File: src/rtl/irqq_pkg.sv
package irqq_pkg;

    localparam int NUM_RXQ  = 4;
    localparam int NUM_Q    = NUM_RXQ + 1;
    localparam int TXQ_ID   = NUM_RXQ;
    localparam int CHAN_W   = 8;
    localparam int CODE_W   = 8;
    localparam int ENTRY_W  = 32;
    localparam int EVT_W    = 16;

    localparam int TQOV_BIT = 12;
    localparam int TINT_BIT = 13;
    localparam int GUN_BIT  = 14;
    localparam int GOV_BIT  = 15;

    localparam logic [EVT_W-1:0] EVT_USED = 16'hF0FF;

    typedef enum logic {
        SEL_EVT  = 1'b0,
        SEL_MASK = 1'b1
    } regsel_e;

    typedef struct packed {
        logic              valid;
        logic [6:0]        pad_hi;
        logic [CHAN_W-1:0] chan;
        logic [7:0]        pad_lo;
        logic [CODE_W-1:0] code;
    } entry_t;

    typedef struct packed {
        logic              vld;
        logic [CHAN_W-1:0] chan;
        logic [CODE_W-1:0] code;
    } post_t;

    typedef struct packed {
        logic written;
        logic ovf;
    } qres_t;

    function automatic entry_t make_entry(logic [CHAN_W-1:0] chan, logic [CODE_W-1:0] code);
        entry_t e;
        e        = '0;
        e.valid  = 1'b1;
        e.chan   = chan;
        e.code   = code;
        return e;
    endfunction

    function automatic int ovf_pos(int q);
        return (q == TXQ_ID) ? TQOV_BIT : 2 * q;
    endfunction

    function automatic int new_pos(int q);
        return (q == TXQ_ID) ? TINT_BIT : 2 * q + 1;
    endfunction

endpackage

File: src/rtl/irqq_table.sv
module irqq_table
    import irqq_pkg::*;
#(
    parameter int QDEPTH = 8,
    parameter int NQ     = NUM_Q,
    localparam int IDX_W = $clog2(QDEPTH),
    localparam int QS_W  = $clog2(NQ)
) (
    input  logic                  clk,
    input  logic                  rst,
    input  post_t  [NQ-1:0]       post_i,
    output qres_t  [NQ-1:0]       res_o,
    input  logic                  clr_en,
    input  logic [QS_W-1:0]       clr_q,
    input  logic [IDX_W-1:0]      clr_idx,
    input  logic [QS_W-1:0]       rd_q,
    input  logic [IDX_W-1:0]      rd_idx,
    output logic [ENTRY_W-1:0]    rd_data
);

    localparam int WORDS = NQ * QDEPTH;
    localparam logic [IDX_W-1:0] LAST_IDX = IDX_W'(QDEPTH - 1);

    entry_t           mem [WORDS];
    logic [IDX_W-1:0] wptr [NQ];
    logic [NQ-1:0]    slot_busy;

    // occupancy of each queue's current write slot
    always_comb begin
        for (int q = 0; q < NQ; q++) begin
            slot_busy[q]     = mem[q * QDEPTH + int'(wptr[q])].valid;
            res_o[q].written = post_i[q].vld & ~slot_busy[q];
            res_o[q].ovf     = post_i[q].vld &  slot_busy[q];
        end
    end

    always_comb begin
        if (int'(rd_q) < NQ)
            rd_data = mem[int'(rd_q) * QDEPTH + int'(rd_idx)];
        else
            rd_data = '0;
    end

    always_ff @(posedge clk) begin
        if (rst) begin
            for (int w = 0; w < WORDS; w++)
                mem[w] <= '0;
            for (int q = 0; q < NQ; q++)
                wptr[q] <= '0;
        end else begin
            if (clr_en && (int'(clr_q) < NQ))
                mem[int'(clr_q) * QDEPTH + int'(clr_idx)].valid <= 1'b0;
            for (int q = 0; q < NQ; q++) begin
                if (res_o[q].written) begin
                    mem[q * QDEPTH + int'(wptr[q])] <= make_entry(post_i[q].chan, post_i[q].code);
                    wptr[q] <= (wptr[q] == LAST_IDX) ? '0 : wptr[q] + IDX_W'(1);
                end
            end
        end
    end

endmodule

File: src/rtl/irqq_events.sv
module irqq_events
    import irqq_pkg::*;
(
    input  logic             clk,
    input  logic             rst,
    input  logic [EVT_W-1:0] set_i,
    input  logic             wr_en,
    input  regsel_e          sel,
    input  logic [EVT_W-1:0] wdata,
    output logic [EVT_W-1:0] evt_o,
    output logic [EVT_W-1:0] mask_o,
    output logic             irq_o
);

    logic [EVT_W-1:0] clr_vec;

    assign clr_vec = (wr_en && sel == SEL_EVT) ? wdata : '0;

    always_ff @(posedge clk) begin
        if (rst) begin
            evt_o  <= '0;
            mask_o <= '0;
        end else begin
            evt_o <= ((evt_o & ~clr_vec) | set_i) & EVT_USED;
            if (wr_en && sel == SEL_MASK)
                mask_o <= wdata & EVT_USED;
        end
    end

    assign irq_o = |(evt_o & mask_o);

endmodule

File: src/rtl/irq_queue_ctrl.sv
module irq_queue_ctrl
    import irqq_pkg::*;
#(
    parameter int QDEPTH = 8,
    localparam int IDX_W = $clog2(QDEPTH),
    localparam int QS_W  = $clog2(NUM_Q),
    localparam int RQ_W  = $clog2(NUM_RXQ)
) (
    input  logic                clk,
    input  logic                rst,
    input  logic                rx_post_vld,
    input  logic [RQ_W-1:0]     rx_post_q,
    input  logic [CHAN_W-1:0]   rx_post_chan,
    input  logic [CODE_W-1:0]   rx_post_code,
    input  logic                tx_post_vld,
    input  logic [CHAN_W-1:0]   tx_post_chan,
    input  logic [CODE_W-1:0]   tx_post_code,
    input  logic                gun_strobe,
    input  logic                gov_strobe,
    input  logic                reg_wr,
    input  logic                reg_sel,
    input  logic [EVT_W-1:0]    reg_wdata,
    output logic [EVT_W-1:0]    evt_status,
    output logic [EVT_W-1:0]    mask_status,
    input  logic                ent_clr,
    input  logic [QS_W-1:0]     ent_clr_q,
    input  logic [IDX_W-1:0]    ent_clr_idx,
    input  logic [QS_W-1:0]     ent_rd_q,
    input  logic [IDX_W-1:0]    ent_rd_idx,
    output logic [ENTRY_W-1:0]  ent_rd_data,
    output logic                irq
);

    post_t [NUM_Q-1:0] posts;
    qres_t [NUM_Q-1:0] results;
    logic  [EVT_W-1:0] set_vec;

    // receive posts steer to one of the receive queues; transmit to its own
    genvar gq;
    generate
        for (gq = 0; gq < NUM_RXQ; gq++) begin : g_rxsteer
            assign posts[gq].vld  = rx_post_vld && (int'(rx_post_q) == gq);
            assign posts[gq].chan = rx_post_chan;
            assign posts[gq].code = rx_post_code;
        end
    endgenerate

    assign posts[TXQ_ID].vld  = tx_post_vld;
    assign posts[TXQ_ID].chan = tx_post_chan;
    assign posts[TXQ_ID].code = tx_post_code;

    irqq_table #(.QDEPTH(QDEPTH), .NQ(NUM_Q)) u_table (
        .clk     (clk),
        .rst     (rst),
        .post_i  (posts),
        .res_o   (results),
        .clr_en  (ent_clr),
        .clr_q   (ent_clr_q),
        .clr_idx (ent_clr_idx),
        .rd_q    (ent_rd_q),
        .rd_idx  (ent_rd_idx),
        .rd_data (ent_rd_data)
    );

    always_comb begin
        set_vec = '0;
        for (int q = 0; q < NUM_Q; q++) begin
            set_vec[ovf_pos(q)] = results[q].ovf;
            set_vec[new_pos(q)] = results[q].written;
        end
        set_vec[GUN_BIT] = gun_strobe;
        set_vec[GOV_BIT] = gov_strobe;
    end

    irqq_events u_events (
        .clk    (clk),
        .rst    (rst),
        .set_i  (set_vec),
        .wr_en  (reg_wr),
        .sel    (regsel_e'(reg_sel)),
        .wdata  (reg_wdata),
        .evt_o  (evt_status),
        .mask_o (mask_status),
        .irq_o  (irq)
    );

endmodule

File: config.mk
export PLATFORM = sky130hd
export DESIGN_NAME = irq_queue_ctrl
export DESIGN_NICKNAME = d
export VERILOG_FILES = /design/src/rtl/irqq_pkg.sv /design/src/rtl/irqq_table.sv /design/src/rtl/irqq_events.sv /design/src/rtl/irq_queue_ctrl.sv
export SDC_FILE = /design/constraint.sdc
export NUM_CORES = 1
export LEC_CHECK = 0
export BUFFER_PORTS_ARGS = -buffer_cell sky130_fd_sc_hd__buf_2
export CORE_ASPECT_RATIO = 1.75
export CORE_MARGIN = 8
export CORE_UTILIZATION = 39
export CTS_CLUSTER_DIAMETER = 60
export DETAILED_ROUTE_END_ITERATION = 12
export GPL_ROUTABILITY_DRIVEN = 0
export HOLD_SLACK_MARGIN = 0.1
export REMOVE_ABC_BUFFERS = 1
export SLEW_MARGIN = 10
export SYNTH_ARGS = -nofsm -noshare
export SYNTH_HDL_FRONTEND = slang
export SYNTH_SLANG_ARGS = --single-unit
File: constraint.sdc
create_clock -name clk -period 8.8 [get_ports clk]
set_input_delay 0.88 -clock clk [delete_from_list [all_inputs] [get_ports clk]]
set_output_delay 0.88 -clock clk [all_outputs]
set_load 0.03 [all_outputs]
== Word-level counts from Yosys, hierarchy flattened ==
Memory sizes are Yosys's and may differ from the RTL's.
Index checks and enable logic that the tools add are counted.
Cells by class
  magnitude comparators: 2
  eq/ne operators: 8
  add/subtract/negate cells: 11
  bitwise logic cells: 25
  mux-type cells: 50
  reductions and logical operators: 15
Operator list (number)
  $mux W17: 6
  $reduce_or A17 Y1: 6
  $mux W6: 6
  $and A16 B16 Y16: 2
  $mux W32: 1
  $mux W3: 10
  $mux W1: 25
  $mux W16: 1
  $not A16 Y16: 1
  $or A16 B16 Y16: 1
  $reduce_or A16 Y1: 1
  $add A3 B1 Y3 const B: 5
  $eq A3 B3 Y1 const B: 5
  $add A5 B3 Y6 const A: 2
  $add A6 B3 Y6: 2
  $and A1 B1 Y1: 10
  $logic_and A1 B1 Y1: 7
  $add A6 B3 Y6 const A: 1
  $lt A3 B3 Y1 const B: 2
  $not A1 Y1: 6
  $add A4 B3 Y5 const A: 1
  $or A1 B1 Y1: 5
  $eq A2 B2 Y1 const B: 2
  $eq A2 B1 Y1 const B: 1
  other kinds (2): 2
Word-level totals
  bits in writable memories: 695
  input port bits: 71
  memories: 2
  logic and storage cells: 116
  output and inout port bits: 65
  register bits after elaboration: 28
Memories
  u_table.mem: depth 40, bits a word 17, rd ports 6, clocked after memory_dff 0, write ports 40, RTL line irqq_table.sv:24  | entry_t mem [WORDS];
  u_table.wptr: depth 5, bits a word 3, rd ports 5, clocked after memory_dff 0, write ports 5, RTL line irqq_table.sv:25  | logic [IDX_W-1:0] wptr [NQ];

== Longest topological paths before layout ==
An unclocked memory read counts as a cell.
  depth in word-level cells: 12
  gate-level depth with buffers: 11
  gate-level depth less buffers: 6

== Cells and area by module ==
Synthesis repeated with hierarchy kept, for this count alone.
Second synthesis, totals
  cells, all modules: 2319
  area total of the unflattened synthesis: 33759.9 µm²
Modules (own cells, without submodules)
  irqq_table: times used 1, sequential area each 20469.6 µm², area each 32721.4 µm², cells an instance 2194
  irqq_events: times used 1, sequential area each 480.5 µm², area each 997.2 µm², cells an instance 120
  irq_queue_ctrl: times used 1, sequential area each 0.0 µm², area each 41.3 µm², cells an instance 5

== Least setup slack after synthesis ==
OpenSTA, ideal clock, no wires.
  path type: in2reg
  start point: input port rst
  end point: memory u_table.mem[19][0] in the netlist's numbering, enable pin
  required time: 8364 ps
  buffers on the path: 3
  arrival: 3861 ps
  cell stages on the path: 9
  setup slack: 4503 ps
  setup time: 436 ps
  cells stage by stage: buf_2 > inv_2 > nand4_1 > a21o_2 > buf_6 > o2111ai_2 > nand2_1 > buf_2 > o41ai_1
RTL lines
  from (decl): RTL line irq_queue_ctrl.sv:10  | input logic rst,
  to (decl): RTL line irqq_table.sv:24

== Worst setup path in the final report ==
  start point: input port ent_rd_idx[0]
  end point: output port ent_rd_data[5]
Between the ends
  cells in the longest elaborated chain, start to end: 3
RTL lines
  from (decl): RTL line irq_queue_ctrl.sv:29  | input logic [IDX_W-1:0] ent_rd_idx,
  $add A6 B3 Y6: RTL line irqq_table.sv:39  | rd_data = mem[int'(rd_q) * QDEPTH + int'(rd_idx)];
  $mem_v2 Z40 W17
  $mux W32: RTL line irqq_table.sv:38  | if (int'(rd_q) < NQ)
  to (decl): RTL line irq_queue_ctrl.sv:30  | output logic [ENTRY_W-1:0] ent_rd_data,
Every way passes these cells.

==> results.env <==
LARGEST_NET_DEGREE_AT_THE_START_OF_GLOBAL_ROUTING=75
CRITICAL_PATH_CELL_COUNT=7
DR.PASS1.ITERS=5
COUNT_OF_DISTINCT_CELL_TYPES_IN_THE_SYNTHESIZED_NETLIST=75
HOLD_START='gun_strobe'
POST_DRT_WL_PER_CELL_UM=26.5
NUM-FILL-CELLS=7703
MIN_PATH_TYPE='in2reg'
NUMBER_OF_ANTENNA_VIOLATIONS_AT_THE_FIRST_CHECK_IN_GLOBAL_ROUTING=4
GRT_SETUP_UNREPAIRED='no'
MULTIINPUTGATEAREA_SQ_MM=0.0120
INTPOWER_uW=5850
AREA.GROWTH.SYNTH_TO_FINAL_PCT=11.9
POST_SYNTH_MOST_FREQUENT_CELLS='sky130_fd_sc_hd__edfxtp_1 (655), sky130_fd_sc_hd__and2_1 (403), sky130_fd_sc_hd__mux4_2 (206)'
CRITICAL_PATH.N_BUFFERS_INVERTERS=3
GRTUSAGETOTAL_PCT=19.6
LIBRARY_CELL_CONTRIBUTING_THE_LARGEST_SINGLE_DELAY_ON_THE_CRITICAL_PATH='sky130_fd_sc_hd__mux4_2'
CLOCKPOWERSHARE_PCT=39.1
FINAL_HOLD_VIOL_COUNT=0
MAX_CLOCK_FREQ_MHz=199
YS.FLOP_TYPE='sky130_fd_sc_hd__edfxtp_1'
P_SWITCHING_uW=1900
CRIT_PATH_START='ent_rd_idx[0]'
FINALCRITPERIODSHARE_PCT=57.1
SYNTH-SEQ-CELLS=719
NUMPLACEDINSTANCES=3460
MET2_LENGTH_UM=52600
CTS-HTREE-LEVELS=3
FP.DIEW_UM=238
IO_PINS=136
FINAL_CORE_UTIL_PCT=44.1
DETAIL_ROUTE.WIRELENGTH_UM=95100
SYNTH.MOST_COMMON_CELL='sky130_fd_sc_hd__edfxtp_1'
PORT_BUFFERS=108
PLACEABLECOREAREA_SQ_MM=0.0856
POWER.DENSITY_mW_PER_MM2=205
LAYOUTNONFILLERINSTCOUNT=3586
FINAL.MIN_CLOCK_PERIOD_NS=5.03
DRT-MET1-WL_UM=33700
DETAILROUTE.WIRELENGTH.MET3_UM=5010
CLOCK_TREE.ROOT_CELL='sky130_fd_sc_hd__clkbuf_16'
NUMBER_OF_ENABLE_TYPE_REGISTER_CELLS_IN_THE_SYNTHESIZED_NETLIST=655
VIAS=20400
INITIAL_CORE_UTIL_PCT=39.4
FINAL_CRITICAL_PATH_SETUP_SLACK_NS=3.77
SETUP_BUFS_POST_CTS=0
GRT_PASS1_VIAS=21600
CRITPATHMAXFANOUT=74
SYNTH_TOP_AREA_SHARE_PCT=58.3
NETSWITCHINGFRACTION_PCT=24.5
MAX_SLEW_MARGIN_PCT=16.4
CLOCK_TREE_FROM_TRITONCTS='built'
WORST-ENDPOINT-ARRIVAL_NS=4.15
NNETSFINAL=2457
CLK_PIN_SLEW_WORST_PATHS_NS=0.06
MAX-VDD-IR-DROP_mV=0.135
AREA_OCCUPIED_BY_REGISTERS_SQ_MM=0.0210
FINALSETUPVIOLATIONS=0
WORSTMARGINPINSLEW_NS=1.25
DIE_AREA_SQ_MM=0.0965
SYNTHCELLS=2320
REMAINING_DRC_ERRORS=0
CRITPATHTOPFAMILY='buffers and inverters'
SYNTHESIS.AREA_SQ_MM=0.0337
CPMOSTUSEDCELL='sky130_fd_sc_hd__mux4_2'
POST_CTS_RESIZE_COUNT=0
ROW_COUNT=142
SYNTH_SEQ_AREA_SHARE_PCT=62.1
COMB_POWER_SHARE_PCT=10.0
CLKLATENCYLATEPIN_NS=0.64
ROUTE.TOP_LAYER_USED='met4'
PRE_CTS_SETUP_SLACK_NS=3.53
CP-END-KIND='output pin'
CTS-BUFFERS-INSERTED=66
SINKS_ON_CLOCK_NET=719
POSTROUTEANTENNANETS=0
STATUS='finished, final reports clean'
DIE_H_UM=405
DRIVE_ABOVE_1_SHARE_PCT=25.1
REGTOREGSTARTPOINT='u_table.wptr[0][9]$_SDFFCE_PP0P_'
SYNTHDOMINANTAREACELLTYPE='sky130_fd_sc_hd__edfxtp_1'
GLOBAL_ROUTE.OVERFLOW_TOTAL=0
COUNT_OF_ROUTING_VIOLATIONS_AFTER_THE_OPENING_DETAILED_ROUTE_ITERATION=1817
AVGSYNTHCELLAREA_SQ_UM=14.5
ROUTE.DETAILED.VIAS_PER_INST=5.68
CTS_HOLD_BUFFERS=0
SYNTHTOPCELLSBYAREA='sky130_fd_sc_hd__edfxtp_1 (58%), sky130_fd_sc_hd__mux4_2 (14%), sky130_fd_sc_hd__and2_1 (7.5%)'
GRT_FIRST_PASS_WIRELENGTH_UM=140000
SEQUENTIALPOWERSHARE_PCT=50.9
CP_LAUNCH_TYPE='input pin'
CELL_DEPTH_OF_THE_WORST_HOLD_PATH=3
CRITICALPATHCATEGORY='in2out'
REG2REG_DEPTH=8
MAXCAP_VIOL_COUNT=0
DETAILEDPLACEMENTHPWL_UM=63200
YOSYS_WARNINGS=0
SETUP_TOTAL_NEGATIVE_SLACK_NS=0
BUFFER_LEVELS_ON_THE_LONGEST_CLOCK_PATH=3
CRITICAL_PATH_REQUIRED_NS=7.92
POWER.LEAKAGE_uW=0.0133
SYNTHARSTFLOPSHARE_PCT=0
TIMING.CRITICAL_PATH.CELLS='buf_8, buf_12, mux4_2, mux4_2, a21oi_1, o21ai_0, buf_2'
SLOWEST_DELAY_NS=0.63
FINAL_MAX_SLEW_VIOL_COUNT=0
FIN_SKEW_NS=0.0222
-- layout by cell type, fill, tap and decap left out, types with 15 or more instances in the layout --
| cell | instances |
|---|---|
| sky130_fd_sc_hd__edfxtp_1 | 655 |
| sky130_fd_sc_hd__and2_1 | 403 |
| sky130_fd_sc_hd__nand3_1 | 31 |
| sky130_fd_sc_hd__nand2_1 | 118 |
| sky130_fd_sc_hd__nor3_1 | 76 |
| sky130_fd_sc_hd__nor3_2 | 34 |
| sky130_fd_sc_hd__clkbuf_16 | 69 |
| sky130_fd_sc_hd__clkbuf_1 | 19 |
| sky130_fd_sc_hd__conb_1 | 23 |
| sky130_fd_sc_hd__a21oi_1 | 35 |
| sky130_fd_sc_hd__dfxtp_1 | 64 |
| sky130_fd_sc_hd__mux2i_1 | 29 |
| sky130_fd_sc_hd__nor2_1 | 183 |
| sky130_fd_sc_hd__buf_4 | 68 |
| sky130_fd_sc_hd__buf_2 | 105 |
| sky130_fd_sc_hd__a31o_2 | 25 |
| sky130_fd_sc_hd__mux4_2 | 206 |
| sky130_fd_sc_hd__o21ai_0 | 33 |
| sky130_fd_sc_hd__clkinv_1 | 15 |
| sky130_fd_sc_hd__o21ai_1 | 21 |
-- tightest hold or removal path, cell delays in order --
cell	delay, ns
sky130_fd_sc_hd__buf_2	0.07
sky130_fd_sc_hd__a21oi_1	0.03
sky130_fd_sc_hd__nor2_1	0.07
-- cell type report --
cell class	count	area share, %
inverter	8	0.0829
tap	1152	3.82
clock inverter	33	1.13
antenna	5	0.0332
timing repair buffer	176	2.87
clock buffer	88	4.77
sequential	719	55.5
multi-input combinational	1405	31.8
-- stage by stage --
step	power, uW	hold WS (ns)	instance area (sq um)
2_1_floorplan	4420	0.440	32800
5_1_grt	7960	0.469	37700
3_5_place_dp	4790	0.464	35500
4_1_cts	7790	0.414	37700
3_3_place_gp	4760	0.457	35500
6_report	7740	0.466	37700
-- worst paths after layout --
path | slack (ns) | end
setup reg to reg | 4.55 | u_table.mem[3][15]$_SDFFCE_PN0P_
hold / removal | 0.47 | u_events.evt_o[14]$_SDFF_PP0_
hold reg to reg | 0.47 | u_events.mask_o[15]$_SDFFE_PP0P_
setup / recovery | 3.77 | ent_rd_data[5]
-- cell families after synthesis --
kind of cell | count (synthesis) | synth area share (%)
multiplexers | 238 | 14.7
other | 1 | 0.0111
AO/OA/AOI/OAI | 207 | 4.53
flip-flops | 719 | 62.1
buffers and inverters | 218 | 3.09
AND/OR/NAND/NOR | 927 | 15.1
adder cells (fa/ha/maj) | 10 | 0.371
-- flip-flops by register name, summed over array words and instances, names as in the netlist --
name             cells
u_table.wptr        15
u_table.mem        680
u_events.mask_o     12
u_events.evt_o      12
-- power groups by stage --
stage / registers [uW] / clock network (uW) / logic, uW
floorplan: 4000 / 0 / 419
finish: 3940 / 3030 / 774
global route: 3950 / 3190 / 819
detailed placement: 4010 / 0 / 777
CTS: 3940 / 3070 / 778
global placement: 4000 / 0 / 762
-- routing by layer --
| layer | vias up | track usage (%) |
|---|---|---|
| li1 | 8785 | - |
| met1 | 10600 | 21.3 |
| met2 | 782 | 37.3 |
| met3 | 222 | 2.85 |
| met4 | 0 | 8.55 |
| met5 | - | 0 |
No activity file was read; power rests on OpenSTA's default activity.
